<file path="src/rtl/lbr_pkg.sv">
package lbr_pkg;
    typedef enum logic [2:0] {
        ST_FILL,
        ST_RUN,
        ST_HOLD,
        ST_STARVE,
        ST_LAST,
        ST_DONE
    } lbr_state_e;
endpackage

</file>
<file path="src/rtl/lbr_fsm.sv">
module lbr_fsm
    import lbr_pkg::*;
#(
    parameter int KSIZE  = 3,
    parameter int STRIDE = 1,
    parameter int WIDTH  = 8,
    parameter int HEIGHT = 6
) (
    input  logic                                clk,
    input  logic                                rst_n,
    input  logic                                in_valid,
    input  logic                                win_done,
    output logic                                in_ready,
    output logic                                win_ready,
    output logic                                eof,
    output logic                                wr_en,
    output logic [$clog2(KSIZE+STRIDE)-1:0]     wr_row,
    output logic [$clog2(WIDTH)-1:0]            wr_col,
    output logic [$clog2(KSIZE+STRIDE)-1:0]     base
);
    localparam int NROWS = KSIZE + STRIDE;
    localparam int PW    = $clog2(NROWS);
    localparam int CW    = $clog2(WIDTH);
    localparam int RW    = $clog2(HEIGHT + 1);
    localparam int GW    = $clog2(STRIDE + 1);

    lbr_state_e        st_q, st_d;
    logic [CW-1:0]     col_q;
    logic [RW-1:0]     rows_q;
    logic [PW-1:0]     phys_q, base_q, base_nx;
    logic [GW-1:0]     grp_q;
    logic [PW:0]       bsum;
    logic              accept, row_end, loading, load_done, advance;
    logic              last_in, after_row;

    // state register
    always_ff @(posedge clk) begin
        if (!rst_n) st_q <= ST_FILL;
        else        st_q <= st_d;
    end

    // outputs
    always_comb begin
        loading   = (st_q == ST_RUN) || (st_q == ST_STARVE);
        in_ready  = (st_q == ST_FILL) || (loading && (rows_q < RW'(HEIGHT)));
        win_ready = (st_q == ST_RUN) || (st_q == ST_HOLD) || (st_q == ST_LAST);
        eof       = (st_q == ST_DONE);
        wr_row    = phys_q;
        wr_col    = col_q;
        base      = base_q;
    end

    always_comb begin
        accept    = in_valid && in_ready;
        wr_en     = accept;
        row_end   = accept && (col_q == CW'(WIDTH - 1));
        load_done = row_end && loading && (grp_q == GW'(STRIDE - 1));
        last_in   = (rows_q == RW'(HEIGHT));
        after_row = (rows_q == RW'(HEIGHT - 1));
        bsum      = {1'b0, base_q} + (PW+1)'(STRIDE);
        base_nx   = (bsum >= (PW+1)'(NROWS)) ? PW'(bsum - (PW+1)'(NROWS)) : PW'(bsum);
    end

    // next state
    always_comb begin
        st_d    = st_q;
        advance = 1'b0;
        unique case (st_q)
            ST_FILL: begin
                if (row_end && (rows_q == RW'(KSIZE - 1)))
                    st_d = (KSIZE == HEIGHT) ? ST_LAST : ST_RUN;
            end
            ST_RUN: begin
                if (load_done && win_done) begin
                    advance = 1'b1;
                    st_d    = after_row ? ST_LAST : ST_RUN;
                end else if (load_done) begin
                    st_d = ST_HOLD;
                end else if (win_done) begin
                    st_d = ST_STARVE;
                end
            end
            ST_HOLD: begin
                if (win_done) begin
                    advance = 1'b1;
                    st_d    = last_in ? ST_LAST : ST_RUN;
                end
            end
            ST_STARVE: begin
                if (load_done) begin
                    advance = 1'b1;
                    st_d    = after_row ? ST_LAST : ST_RUN;
                end
            end
            ST_LAST: begin
                if (win_done) st_d = ST_DONE;
            end
            ST_DONE: st_d = ST_DONE;
            default: st_d = ST_FILL;
        endcase
    end

    // counters and pointers
    always_ff @(posedge clk) begin
        if (!rst_n) begin
            col_q  <= '0;
            rows_q <= '0;
            phys_q <= '0;
            base_q <= '0;
            grp_q  <= '0;
        end else begin
            if (accept)
                col_q <= (col_q == CW'(WIDTH - 1)) ? '0 : col_q + 1'b1;
            if (row_end) begin
                rows_q <= rows_q + 1'b1;
                phys_q <= (phys_q == PW'(NROWS - 1)) ? '0 : phys_q + 1'b1;
            end
            if (advance) begin
                grp_q  <= '0;
                base_q <= base_nx;
            end else if (row_end && loading) begin
                grp_q <= grp_q + 1'b1;
            end
        end
    end
endmodule

</file>
<file path="src/rtl/lbr_rowmap.sv">
module lbr_rowmap #(
    parameter int KSIZE  = 3,
    parameter int STRIDE = 1
) (
    input  logic [$clog2(KSIZE+STRIDE)-1:0]       base,
    output logic [KSIZE*$clog2(KSIZE+STRIDE)-1:0] phys_rows
);
    localparam int NROWS = KSIZE + STRIDE;
    localparam int PW    = $clog2(NROWS);

    for (genvar r = 0; r < KSIZE; r++) begin : g_map
        logic [PW:0] sum;
        always_comb begin
            sum = {1'b0, base} + (PW+1)'(r);
            phys_rows[r*PW +: PW] = (sum >= (PW+1)'(NROWS)) ?
                                    PW'(sum - (PW+1)'(NROWS)) : PW'(sum);
        end
    end
endmodule

</file>
<file path="src/rtl/lbr_store.sv">
module lbr_store #(
    parameter int KSIZE  = 3,
    parameter int STRIDE = 1,
    parameter int WIDTH  = 8,
    parameter int PIX_W  = 8
) (
    input  logic                                  clk,
    input  logic                                  wr_en,
    input  logic [$clog2(KSIZE+STRIDE)-1:0]       wr_row,
    input  logic [$clog2(WIDTH)-1:0]              wr_col,
    input  logic [PIX_W-1:0]                      wr_data,
    input  logic [$clog2(WIDTH)-1:0]              rd_col,
    input  logic [KSIZE*$clog2(KSIZE+STRIDE)-1:0] rd_rows,
    output logic [KSIZE*PIX_W-1:0]                rd_data
);
    localparam int NROWS = KSIZE + STRIDE;
    localparam int PW    = $clog2(NROWS);

    logic [PIX_W-1:0] mem [NROWS][WIDTH];

    always_ff @(posedge clk) begin
        if (wr_en) mem[wr_row][wr_col] <= wr_data;
    end

    for (genvar r = 0; r < KSIZE; r++) begin : g_lane
        assign rd_data[r*PIX_W +: PIX_W] = mem[rd_rows[r*PW +: PW]][rd_col];
    end
endmodule

</file>
<file path="src/rtl/conv_line_rotator.sv">
module conv_line_rotator #(
    parameter int KSIZE  = 3,
    parameter int STRIDE = 1,
    parameter int WIDTH  = 8,
    parameter int HEIGHT = 6,
    parameter int PIX_W  = 8
) (
    input  logic                       clk,
    input  logic                       rst_n,
    input  logic                       in_valid,
    output logic                       in_ready,
    input  logic [PIX_W-1:0]           in_data,
    input  logic [$clog2(WIDTH)-1:0]   rd_col,
    output logic [KSIZE*PIX_W-1:0]     win_data,
    output logic                       win_ready,
    input  logic                       win_done,
    output logic                       eof
);
    localparam int PW = $clog2(KSIZE + STRIDE);
    localparam int CW = $clog2(WIDTH);

    logic            wr_en;
    logic [PW-1:0]   wr_row, base;
    logic [CW-1:0]   wr_col;
    logic [KSIZE*PW-1:0] phys_rows;

    lbr_fsm #(
        .KSIZE(KSIZE), .STRIDE(STRIDE), .WIDTH(WIDTH), .HEIGHT(HEIGHT)
    ) u_fsm (
        .clk(clk), .rst_n(rst_n), .in_valid(in_valid), .win_done(win_done),
        .in_ready(in_ready), .win_ready(win_ready), .eof(eof),
        .wr_en(wr_en), .wr_row(wr_row), .wr_col(wr_col), .base(base)
    );

    lbr_rowmap #(.KSIZE(KSIZE), .STRIDE(STRIDE)) u_map (
        .base(base), .phys_rows(phys_rows)
    );

    lbr_store #(
        .KSIZE(KSIZE), .STRIDE(STRIDE), .WIDTH(WIDTH), .PIX_W(PIX_W)
    ) u_store (
        .clk(clk), .wr_en(wr_en), .wr_row(wr_row), .wr_col(wr_col),
        .wr_data(in_data), .rd_col(rd_col), .rd_rows(phys_rows),
        .rd_data(win_data)
    );
endmodule

</file>
<file path="config.mk">
export PLATFORM = sky130hd
export DESIGN_NAME = conv_line_rotator
export DESIGN_NICKNAME = d
export VERILOG_FILES = /design/src/rtl/lbr_pkg.sv /design/src/rtl/lbr_fsm.sv /design/src/rtl/lbr_rowmap.sv /design/src/rtl/lbr_store.sv /design/src/rtl/conv_line_rotator.sv
export SDC_FILE = /design/constraint.sdc
export NUM_CORES = 1
export LEC_CHECK = 0
export ABC_AREA = 1
export BUFFER_PORTS_ARGS = -buffer_cell sky130_fd_sc_hd__clkbuf_2
export CORE_AREA = 2 2 166 168
export DETAILED_ROUTE_END_ITERATION = 16
export DIE_AREA = 0 0 168 170
export PLACE_DENSITY = 0.81
export SYNTH_ARGS = -nofsm -noshare
export SYNTH_HDL_FRONTEND = slang
export SYNTH_HIERARCHICAL = 1
export SYNTH_SLANG_ARGS = --single-unit
</file>
<file path="constraint.sdc">
create_clock -name clk -period 4 [get_ports clk]
set_clock_uncertainty 0.05 [all_clocks]
set_input_delay 0.2 -clock clk [delete_from_list [all_inputs] [get_ports clk]]
set_output_delay 0.2 -clock clk [all_outputs]
set_load 0.005 [all_outputs]
</file>
==> impl_metrics.py <==
metrics = {
    "run_status": {
        "status": "finished, final reports clean",
    },
    "critical_path": {
        "crit_buf_inv": 3,
        "arrival_ns": 3.45,
        "cpPeakStageDelay_ns": 0.96,
        "crit_type": "reg -> out",
        "crit_slowest_cell": "buf_4",
        "critPathTopFamily": "buffers and inverters",
        "cp-end-kind": "output port",
        "required_ns": 3.75,
        "cp_max_fo": 98,
        "crit_chain": "inv_4 > buf_4 > nand2_1 > nand3_1 > nand3_1 > nand2_1 > nand2_1 > nand2_1 > nand2_1 > nand2_1 > clkbuf_2",
        "start_kind": "flip-flop",
        "crit_path_frequent_cell": "nand2_1",
    },
    "yosys": {
        "synth_ff_type": "edfxtp_1",
        "yosys_warnings": 6,
        "ys_ff_latch": 270,
        "synth_top_area_frac": 0.4503,
        "synth.net_count": 2290,
        "synth.area.top_cells": "edfxtp_1 45%, nand2_1 25%, nand3_1 17%",
        "synth.distinct_cells": 29,
        "synth_cells": 2269,
        "seq_area_frac_synth": 0.4668,
        "syn_area_per_cell_um2": 7.523,
        "synth_area_um2": 17070,
        "synthArstFlopShare": 0,
        "yosysTopAreaCell": "edfxtp_1",
        "synth_edf_count": 256,
    },
    "power_and_ir_drop": {
        "switching_share": 0.3346,
        "p_seq_frac": 0.404,
        "combPwrFrac": 0.264,
        "power.switching_w": 0.002715,
        "p_clk_frac": 0.332,
        "intPower_w": 0.005399,
        "p_per_area_nw_per_um2": 456.9,
        "p_leak_nw": 7.587,
        "irDropWorstVdd_mv": 0.3323,
    },
    "place": {
        "dp_hpwl_um": 31450,
        "pre_cts_slack_ns": 1.029,
        "port-buffer-count": 41,
        "place_congestion": 0.9433,
    },
    "sta": {
        "timing.final.crit_period_ns": 3.698,
        "hold_viol_final": 0,
        "setup_viol_count_final": 0,
        "rsz0062_at_grt": "false",
        "tightest_slew_ns": 1.214,
        "relSlewSlack": 0.1908,
        "fin_tns_setup_ns": 0,
        "fmax_mhz": 270.4,
        "timing.final.ws_setup_ns": 0.3015,
        "maxSlewViolCount": 0,
        "period_share": 0.9246,
    },
    "floorplanning": {
        "ios": 42,
        "die_x_um": 168,
        "die_area_um2": 28560,
        "core_area_um2": 26650,
        "initial_core_util": 0.6405,
        "fp.dieH_um": 170,
        "rows": 60,
    },
    "grt": {
        "grt_max_degree": 172,
        "gr-total-overflow": 0,
        "grt_pass1_vias": 14775,
        "grt_pass1_wl_um": 81450,
        "antenna_found_initial": 0,
        "globalRouteTotalUtil": 0.3679,
    },
    "layout": {
        "n_antenna_cell": 0,
        "postLayoutCoreUtil": 0.6663,
        "nNetsFinal": 2232,
        "syn2layout_area_growth_pct": 4.031,
        "drive_above_1_share": 0.06586,
    },
    "cts": {
        "clock_sinks": 270,
        "insertion_delay_ns": 0.56,
        "cts_root_buffer": "clkbuf_16",
        "tritoncts": "done",
        "clk_pin_slew_ns": 0.06,
        "htree_levels": 1,
        "cts_made_buffers": 28,
        "postCtsResizedCells": 0,
        "clock_path_buffers": 3,
    },
    "routing": {
        "viasPerCell": 6.419,
        "routedWlPerCell_um": 20.75,
        "ant_nets": 0,
        "drc": 0,
        "dr.pass1.iters": 7,
        "drt_iter0_drc": 3111,
        "dr_total_vias": 16515,
        "routed_wl_um": 53390,
    },
    "run": {
        "max_cap_violations": 0,
    },
    "min_path": {
        "hp-class": "in -> reg",
    },
}
## Yosys cell counts (2+ instances only)
master       n
a21oi_1      8
buf_1        8
buf_2       51
buf_4       13
buf_6       75
clkbuf_1    16
dfxtp_1     14
edfxtp_1   256
ha_1         6
inv_1       27
inv_2       10
nand2_1   1117
nand2_2      4
nand2_4      2
nand3_1    584
nand3_2      4
nand4_1      2
nor2_1      51
nor3_1       2
o211a_1      2
o21ai_0      9
## per-layer routing
metal | track usage | vias to the layer above | part of all wire
li1 | - | 7420 | -
met1 | 0.4891 | 7408 | 0.36
met2 | 0.5729 | 1414 | 0.44
met3 | 0.08023 | 273 | 0.14
met4 | 0.1871 | 0 | 0.057
met5 | 0 | - | 0
## worst paths after layout
check	cells after the start	endpoint	startpoint	slack [ns]
min reg2reg	2	u_fsm/grp_q$_SDFFE_PP0N_	u_fsm/grp_q$_SDFFE_PP0N_	0.45
min	4	u_fsm/grp_q$_SDFFE_PP0N_	win_done	0.07
max reg2reg	11	u_store/mem[0][47]$_DFFE_PP_	u_fsm/st_q[1]$_SDFFE_PN0P_	0.90
max	11	win_data[12]	u_fsm/base[0]$_SDFFE_PN0P_	0.30
## timing repair
item / 4_1_cts / 5_1_grt
buffers inserted: 0 / 0
hold endpoints to repair: 10 / 0
hold buffers: 3 / 0
## sequential cells by signal (all words and copies together) (netlist names)
name,cells
u_fsm/base,2
u_fsm/wr_row,2
u_fsm/st_q,3
u_fsm/grp_q,1
u_fsm/rows_q,3
u_store/mem,256
u_fsm/wr_col,3
## layout by cell type, fill, tap and decap left out, drive strengths merged, types with 3 or more instances in the layout
cell and n:
nor2 52, o21ai 9, clkbuf 73, clkinv 15, bufinv 3, dlygate4sd3 3
nand2 1123, edfxtp 256, dfxtp 14, ha 6, buf 32, nand3 589
inv 38, a21oi 10
## through the flow
stage / cell area (um2) / hold WS [ns] / total power [W] / cells
2_1_floorplan: 17070 / 0.2489 / 0.004964 / 2269
3_3_place_gp: 16780 / 0.4270 / 0.005335 / 2519
3_5_place_dp: 16780 / 0.4458 / 0.005390 / 2519
4_1_cts: 17760 / 0.05481 / 0.008050 / 2573
5_1_grt: 17760 / 0.08565 / 0.008441 / 2573
6_report: 17760 / 0.06573 / 0.008114 / 2573
## worst reg2reg max path, delay by kind of cell, from the launching register on
| family | cells | cell delay (ns) |
|---|---|---|
| DFF | 1 | 0.34 |
| buffers and inverters | 3 | 0.32 |
| and+or+nand+nor | 8 | 2.00 |
## area by class of cell
| type | count | area [um2] |
|---|---|---|
| Multi-Input combinational cell | 1798 | 7672 |
| Inverter | 38 | 156.4 |
| Timing Repair Buffer | 75 | 583.1 |
| Fill cell | 2207 | 8892 |
| Clock buffer | 33 | 782.0 |
| Clock inverter | 18 | 165.2 |
| Sequential cell | 270 | 7973 |
| Tap cell | 341 | 426.7 |
## power groups by stage
stage | clock network (W) | registers, W | logic (W)
finish | 0.00269 | 0.00328 | 0.00214
global route | 0.00282 | 0.00328 | 0.00234
CTS | 0.00271 | 0.00327 | 0.00207
detailed placement | 0 | 0.00333 | 0.00206
global placement | 0 | 0.00333 | 0.00201
floorplan | 0 | 0.00330 | 0.00166
## cell families (layout without fill, tap and decap cells)
family | Yosys count | in the layout | synth area share
flip-flops | 270 | 270 | 0.4668
adder cells (fa/ha/maj) | 6 | 6 | 0.004398
buffers and inverters | 201 | 164 | 0.08393
XOR/XNOR | 1 | 1 | 0.0005132
AO/OA/AOI/OAI | 22 | 22 | 0.008136
AND/OR/NAND/NOR | 1769 | 1769 | 0.4363
(Power assumes the default switching activity.)
